===== src/rtl/fec74_pkg.sv =====
package fec74_pkg;
  localparam int WORD_W    = 66;
  localparam int BLK_WORDS = 32;
  localparam int PAR_W     = 32;
  localparam int GRP_W     = WORD_W - 1;
  localparam int PAY_W     = GRP_W * BLK_WORDS;
  localparam int CW_W      = PAY_W + PAR_W;
  localparam int TAIL_W    = WORD_W - PAR_W;
  localparam int IDX_W     = $clog2(BLK_WORDS);
  localparam logic [PAR_W-1:0] GEN_POLY = 32'h00A0_0805;
endpackage


===== src/rtl/fec_ability_qual.sv =====
module fec_ability_qual (
  input  logic loc_able,
  input  logic rem_able,
  input  logic loc_req,
  input  logic rem_req,
  output logic coding_on
);
  always_comb begin
    coding_on = loc_able & rem_able & (loc_req | rem_req);
  end
endmodule


===== src/rtl/fec_parity_lfsr.sv =====
module fec_parity_lfsr
  import fec74_pkg::*;
(
  input  logic             clk,
  input  logic             rst_n,
  input  logic             clr,
  input  logic             step,
  input  logic             restart,
  input  logic [GRP_W-1:0] grp,
  output logic [PAR_W-1:0] par_q
);
  logic [PAR_W-1:0] par_d;

  function automatic logic [PAR_W-1:0] absorb(input logic [PAR_W-1:0] seed,
                                              input logic [GRP_W-1:0] bits);
    logic [PAR_W-1:0] s;
    logic fb;
    s = seed;
    for (int i = GRP_W - 1; i >= 0; i--) begin
      fb = bits[i] ^ s[PAR_W-1];
      s  = {s[PAR_W-2:0], 1'b0} ^ (fb ? GEN_POLY : '0);
    end
    return s;
  endfunction

  always_comb begin
    par_d = par_q;
    if (clr) begin
      par_d = '0;
    end else if (step) begin
      par_d = absorb(restart ? '0 : par_q, grp);
    end
  end

  always_ff @(posedge clk or negedge rst_n) begin
    if (!rst_n) begin
      par_q <= '0;
    end else begin
      par_q <= par_d;
    end
  end
endmodule


===== src/rtl/fec_bit_packer.sv =====
module fec_bit_packer
  import fec74_pkg::*;
(
  input  logic              clk,
  input  logic              rst_n,
  input  logic              clr,
  input  logic              step,
  input  logic              first,
  input  logic [IDX_W-1:0]  shamt,
  input  logic [GRP_W-1:0]  grp,
  output logic [WORD_W-1:0] emit,
  output logic [TAIL_W-1:0] tail
);
  localparam int MRG_W = 2 * GRP_W;
  localparam int LEFT  = MRG_W - WORD_W;

  logic [GRP_W-1:0] res_q, res_d;
  logic [MRG_W-1:0] merged;

  // residue is left aligned, unused low bits stay zero
  always_comb begin
    merged = {res_q, {GRP_W{1'b0}}} | ({{GRP_W{1'b0}}, grp} << shamt);
    emit   = merged[MRG_W-1 -: WORD_W];
    tail   = res_q[GRP_W-1 -: TAIL_W];
  end

  always_comb begin
    res_d = res_q;
    if (clr) begin
      res_d = '0;
    end else if (step) begin
      if (first) begin
        res_d = grp;
      end else begin
        res_d = {merged[LEFT-1:0], {(GRP_W-LEFT){1'b0}}};
      end
    end
  end

  always_ff @(posedge clk or negedge rst_n) begin
    if (!rst_n) begin
      res_q <= '0;
    end else begin
      res_q <= res_d;
    end
  end
endmodule


===== src/rtl/fec74_block_encoder.sv =====
module fec74_block_encoder
  import fec74_pkg::*;
(
  input  logic              clk,
  input  logic              rst_n,
  input  logic              loc_able,
  input  logic              rem_able,
  input  logic              loc_req,
  input  logic              rem_req,
  input  logic              in_valid,
  input  logic [WORD_W-1:0] in_word,
  output logic              out_valid,
  output logic [WORD_W-1:0] out_word,
  output logic              out_sof
);
  localparam logic [IDX_W-1:0] LAST_IDX = IDX_W'(BLK_WORDS - 1);

  logic [1:0]        rs_q;
  logic              srst_n;
  logic              fec_on;
  logic [IDX_W-1:0]  idx_q, idx_d;
  logic              pend_q, pend_d;
  logic              step, first;
  logic [PAR_W-1:0]  par_q;
  logic [WORD_W-1:0] emit;
  logic [TAIL_W-1:0] tail;
  logic              ov_d, sof_d;
  logic [WORD_W-1:0] ow_d;

  always_ff @(posedge clk or negedge rst_n) begin
    if (!rst_n) begin
      rs_q <= 2'b00;
    end else begin
      rs_q <= {rs_q[0], 1'b1};
    end
  end
  assign srst_n = rs_q[1];

  fec_ability_qual u_qual (
    .loc_able (loc_able),
    .rem_able (rem_able),
    .loc_req  (loc_req),
    .rem_req  (rem_req),
    .coding_on(fec_on)
  );

  assign step  = fec_on & in_valid;
  assign first = (idx_q == '0);

  fec_parity_lfsr u_lfsr (
    .clk    (clk),
    .rst_n  (srst_n),
    .clr    (!fec_on),
    .step   (step),
    .restart(first),
    .grp    (in_word[GRP_W-1:0]),
    .par_q  (par_q)
  );

  fec_bit_packer u_pack (
    .clk  (clk),
    .rst_n(srst_n),
    .clr  (!fec_on),
    .step (step),
    .first(first),
    .shamt(idx_q - 1'b1),
    .grp  (in_word[GRP_W-1:0]),
    .emit (emit),
    .tail (tail)
  );

  always_comb begin
    idx_d  = idx_q;
    pend_d = pend_q;
    if (!fec_on) begin
      idx_d  = '0;
      pend_d = 1'b0;
    end else if (in_valid) begin
      idx_d  = (idx_q == LAST_IDX) ? '0 : idx_q + 1'b1;
      pend_d = (idx_q == LAST_IDX);
    end
  end

  always_comb begin
    ov_d  = 1'b0;
    sof_d = 1'b0;
    ow_d  = out_word;
    if (in_valid) begin
      if (!fec_on) begin
        ov_d = 1'b1;
        ow_d = in_word;
      end else if (first) begin
        ov_d = pend_q;
        ow_d = {tail, par_q};
      end else begin
        ov_d  = 1'b1;
        ow_d  = emit;
        sof_d = (idx_q == IDX_W'(1));
      end
    end
  end

  always_ff @(posedge clk or negedge srst_n) begin
    if (!srst_n) begin
      idx_q     <= '0;
      pend_q    <= 1'b0;
      out_valid <= 1'b0;
      out_sof   <= 1'b0;
      out_word  <= '0;
    end else begin
      idx_q     <= idx_d;
      pend_q    <= pend_d;
      out_valid <= ov_d;
      out_sof   <= sof_d;
      out_word  <= ow_d;
    end
  end


  pass_thru_chk: assert property (@(posedge clk) disable iff (!srst_n)
    (!fec_on && in_valid) |=> (out_valid && !out_sof && out_word == $past(in_word)));


  idle_quiet_chk: assert property (@(posedge clk) disable iff (!srst_n)
    !in_valid |=> !out_valid);


  sof_slot_chk: assert property (@(posedge clk) disable iff (!srst_n)
    (fec_on && in_valid && idx_q == IDX_W'(1)) |=> out_sof);


  sof_valid_chk: assert property (@(posedge clk) disable iff (!srst_n)
    out_sof |-> out_valid);


  fresh_start_chk: assert property (@(posedge clk) disable iff (!srst_n)
    ($rose(fec_on) && in_valid) |=> !out_valid);
endmodule


===== config.mk =====
export PLATFORM = sky130hd
export DESIGN_NAME = fec74_block_encoder
export DESIGN_NICKNAME = d
export VERILOG_FILES = /design/src/rtl/fec74_pkg.sv /design/src/rtl/fec_ability_qual.sv /design/src/rtl/fec_parity_lfsr.sv /design/src/rtl/fec_bit_packer.sv /design/src/rtl/fec74_block_encoder.sv
export SDC_FILE = /design/constraint.sdc
export NUM_CORES = 1
export LEC_CHECK = 0
export BUFFER_PORTS_ARGS = -buffer_cell sky130_fd_sc_hd__buf_4
export CAP_MARGIN = 20
export CORE_MARGIN = 3
export CORE_UTILIZATION = 50
export CTS_BUF_LIST = sky130_fd_sc_hd__clkbuf_8
export DETAILED_ROUTE_END_ITERATION = 12
export PLACE_DENSITY = 0.74
export SLEW_MARGIN = 40
export SYNTH_ARGS = -nofsm -noshare
export SYNTH_HDL_FRONTEND = slang
export SYNTH_SLANG_ARGS = --single-unit

===== constraint.sdc =====
create_clock -name clk -period 6.43 [get_ports clk]
set_clock_uncertainty 0.15 [all_clocks]
set_input_delay 0 -clock clk [delete_from_list [all_inputs] [get_ports clk]]
set_output_delay 0 -clock clk [all_outputs]
set_load 0.005 [all_outputs]

==> flow_summary_export.csv <==
group,metric,value,unit
setup_path,cp_common_cell,"xnor2_1",
route,drc,0,
setup_path,crit_path_end,"u_lfsr.par_q[29]",
yosys,syn_area_per_cell,8.51,um^2
yosys,ys_warn_count,0,
grt,grt_pass1_wl,88.2,mm
hold_path,min_path_type,"in2reg",
finish,drive_above_1_share,15.9,%
yosys,synthFlopType,"dfrtp_1",
sta,rsz0062_at_grt,"false",
finish,nets,1895,
setup_path,crit_chain,"clkinv_1, ha_4, or4b_4, buf_4, nand2_1, xnor2_1, xnor3_1, xnor3_1, xnor2_1, xor2_1, xnor2_1, a21oi_1",
yosys,synth-seq-area-share,29.3,%
clock_network,cts_made_buffers,17,
setup_path,max_stage_delay,0.71,ns
sta,slew_headroom,40.6,%
grt,grtUsageTotal,37.7,%
route,wl_per_cell,26.9,um
place,placed_cell_area,0.0160,mm^2
sta,fin_tns_setup,0,ns
route,num_vias,14496,
setup_path,cp_top_family,"XOR/XNOR gates",
clock_network,worst_skew_pair.late_latency,0.51,ns
place,gp_congestion,1.06,
setup_path,worst-setup-path-type,"reg2reg",
setup_path,r2r_end,"u_lfsr.par_q[29]",
sta,tightest_slew,0.882,ns
yosys,yosysMostFrequentCell,"nand2_1",
power_and_ir_drop,power,5180,uW
power_and_ir_drop,power_density,303,mW/mm^2
setup_path,slowest_stage,"or4b_4",
clock_network,clock_sinks,173,
floorplanning,std_cell_rows,62,
setup_path,startpoint,"idx_q[0]",
route,postRouteAntennaNets,0,
setup_path,r2r-start,"idx_q[0]",
place,port_buffers,140,
route,finalWirelength,59.6,mm
sta,finalSetupViolCount,0,
setup_path,endpoint_kind,"flop",
yosys,syn-instance-count,1734,
yosys,synthDistinctLibCells,60,
yosys,syn-cell-area,0.0148,mm^2
finish,fin_util,59.1,%
route,dr.pass1.iters,6,
finish,fillers,2560,
finish,multi_input_area,0.00987,mm^2
yosys,ys_top_cells_by_area,"dfrtp_1 29%, nand2_1 8.6%, mux4_2 8.2%, xnor2_1 7.8%, xnor3_1 5.6%",
sta,fmax,201,MHz
clock_network,cts_tree,"yes",
setup_path,crit_cells,12,
setup_path,timing.critical_path.buf_inv,2,
clock_network,cts-root-buf,"clkbuf_8",
floorplanning,coreArea,0.0289,mm^2
finish,area_growth,15.8,%
yosys,yosysTopAreaCell,"dfrtp_1",
yosys,synthTopCellsByCount,"338 x nand2_1, 184 x nor2_1, 173 x dfrtp_1",
sta,hold_viol_final,0,
floorplanning,dieArea,0.0316,mm^2
sta,finalCriticalPeriod,4.97,ns
grt,grt_antenna_before_repair,0,
power_and_ir_drop,leakagePower,0.00723,uW
route,vias_per_cell,6.55,
yosys,synth-seq-cells,173,
grt,grt_pass1_vias,13466,
route,drt_iter0_markers,2157,
power_and_ir_drop,ir_drop,0.000331,V
place,hpwl,42.4,mm
setup_path,required,6.62,ns
yosys,synth_edf_count,0,
clock_network,path_clk_slew,0.12,ns
setup_path,critPathLaunchType,"flop",
finish,antenna_cells,0,
finish,design_area,0.0171,mm^2
setup_path,rrSetupSlack,1.46,ns
sta,timing.final.crit_share,77.3,%
yosys,synth_top_area_share,29.3,%
setup_path,crit_arrival,5.16,ns
hold_path,holdPathStages,3,
clock_network,cts_max_level,4,
sta,slew_violations,0,
yosys,ys_async_sr_fraction,100,%
setup_path,r2r_cells,12,
floorplanning,initial_core_util,51.0,%
floorplanning,num_io_pins,141,
outcome,status,"complete, no violations",
finish,ff_latch_area,0.00434,mm^2
grt,grt_max_degree,161,
setup_path,worstPathMaxFanout,68,
floorplanning,fp.dieH,178,um
yosys,syn_nets,1812,
job,maxCapViolCount,0,
grt,overflow,0,
clock_network,cts_buffer_depth,2,
floorplanning,die_x,178,um
## per-layer routing
| layer | wire [um] | vias up | track usage (%) |
|---|---|---|---|
| met5 | 0 | - | 0 |
| met2 | 25700 | 1065 | 55.8 |
| met3 | 6850 | 196 | 7.96 |
| met1 | 23100 | 6974 | 52.0 |
| met4 | 3910 | 0 | 20.1 |
| li1 | - | 6261 | - |
## worst reg2reg max path, stage by stage, from the launching register on
cell and delay, ns:
dfrtp_4 0.57, clkinv_1 0.36, ha_4 0.30, or4b_4 0.71
buf_4 0.71, nand2_1 0.22, xnor2_1 0.22, xnor3_1 0.34
xnor3_1 0.47, xnor2_1 0.23, xor2_1 0.28, xnor2_1 0.16
a21oi_1 0.10
## power breakdown
group	total (uW)	switching, uW	leakage, uW	internal [uW]
Clock	875	471	0.000222	404
Sequential	1320	138	0.00222	1190
Combinational	2980	1510	0.00479	1480
## timing repair
item	4_1_cts	5_1_grt
hold endpoints to repair	139	0
hold buffers	68	0
resized for setup	0	0
setup buffers	0	0
## per-stage QoR
stage               hold WS, ns  worst slack, ns  std cells
floorplan                -0.446             1.10       1734
global placement         -0.367             1.66       2112
detailed placement       -0.365             1.56       2113
CTS                     0.00328             1.55       2213
global route             0.0583             1.20       2214
finish                   0.0129             1.46       2214
## registers in the layout (all words and copies together) (netlist names)
name,count
out_valid,1
idx_q,5
out_sof,1
pend_q,1
u_pack.res_q,65
out_word,66
rs_q,2
u_lfsr.par_q,32
## cells by family (layout without fill, tap and decap cells)
group | after synthesis | count (layout) | share of synthesized area, %
muxes | 110 | 110 | 12.1
adders and majority gates | 5 | 5 | 0.424
xor gates and xnor gates | 236 | 236 | 18.9
other | 1 | 1 | 0.0254
and+or+nand+nor | 612 | 612 | 17.0
buffers and inverters | 173 | 269 | 4.58
DFF | 173 | 173 | 29.3
AOI/OAI and AO/OA | 424 | 424 | 17.7
## layout make-up
type	count	share of cell area (%)
Multi-Input combinational cell	1388	57.7
Sequential cell	173	25.4
Timing Repair Buffer	233	11.5
Tap cell	384	2.81
Clock buffer	18	1.45
Clock inverter	14	1.08
Inverter	4	0.0878
## worst min-delay path by stage
stage	startpoint	end
final	in_valid	out_word[31]
after global routing	in_valid	out_word[6]
after CTS	in_valid	out_word[31]
after detailed placement	rst_n	rs_q[0]
after global placement	rst_n	rs_q[0]
after floorplan	rst_n	rs_q[0]
## placed cells by master, fill, tap and decap left out, drive strengths merged, types with 51 or more instances in the layout
| cell | Yosys | layout |
|---|---|---|
| o211ai | 81 | 81 |
| o21ai | 73 | 73 |
| dlygate4sd3 | 0 | 68 |
| xor2 | 57 | 57 |
| dfrtp | 173 | 173 |
| mux4 | 54 | 54 |
| a21oi | 142 | 142 |
| nand2 | 344 | 344 |
| nor2 | 184 | 184 |
| a31oi | 56 | 56 |
| xnor2 | 136 | 136 |
| buf | 35 | 164 |
| mux2i | 51 | 51 |
No activity file was read; power rests on OpenSTA's default activity.
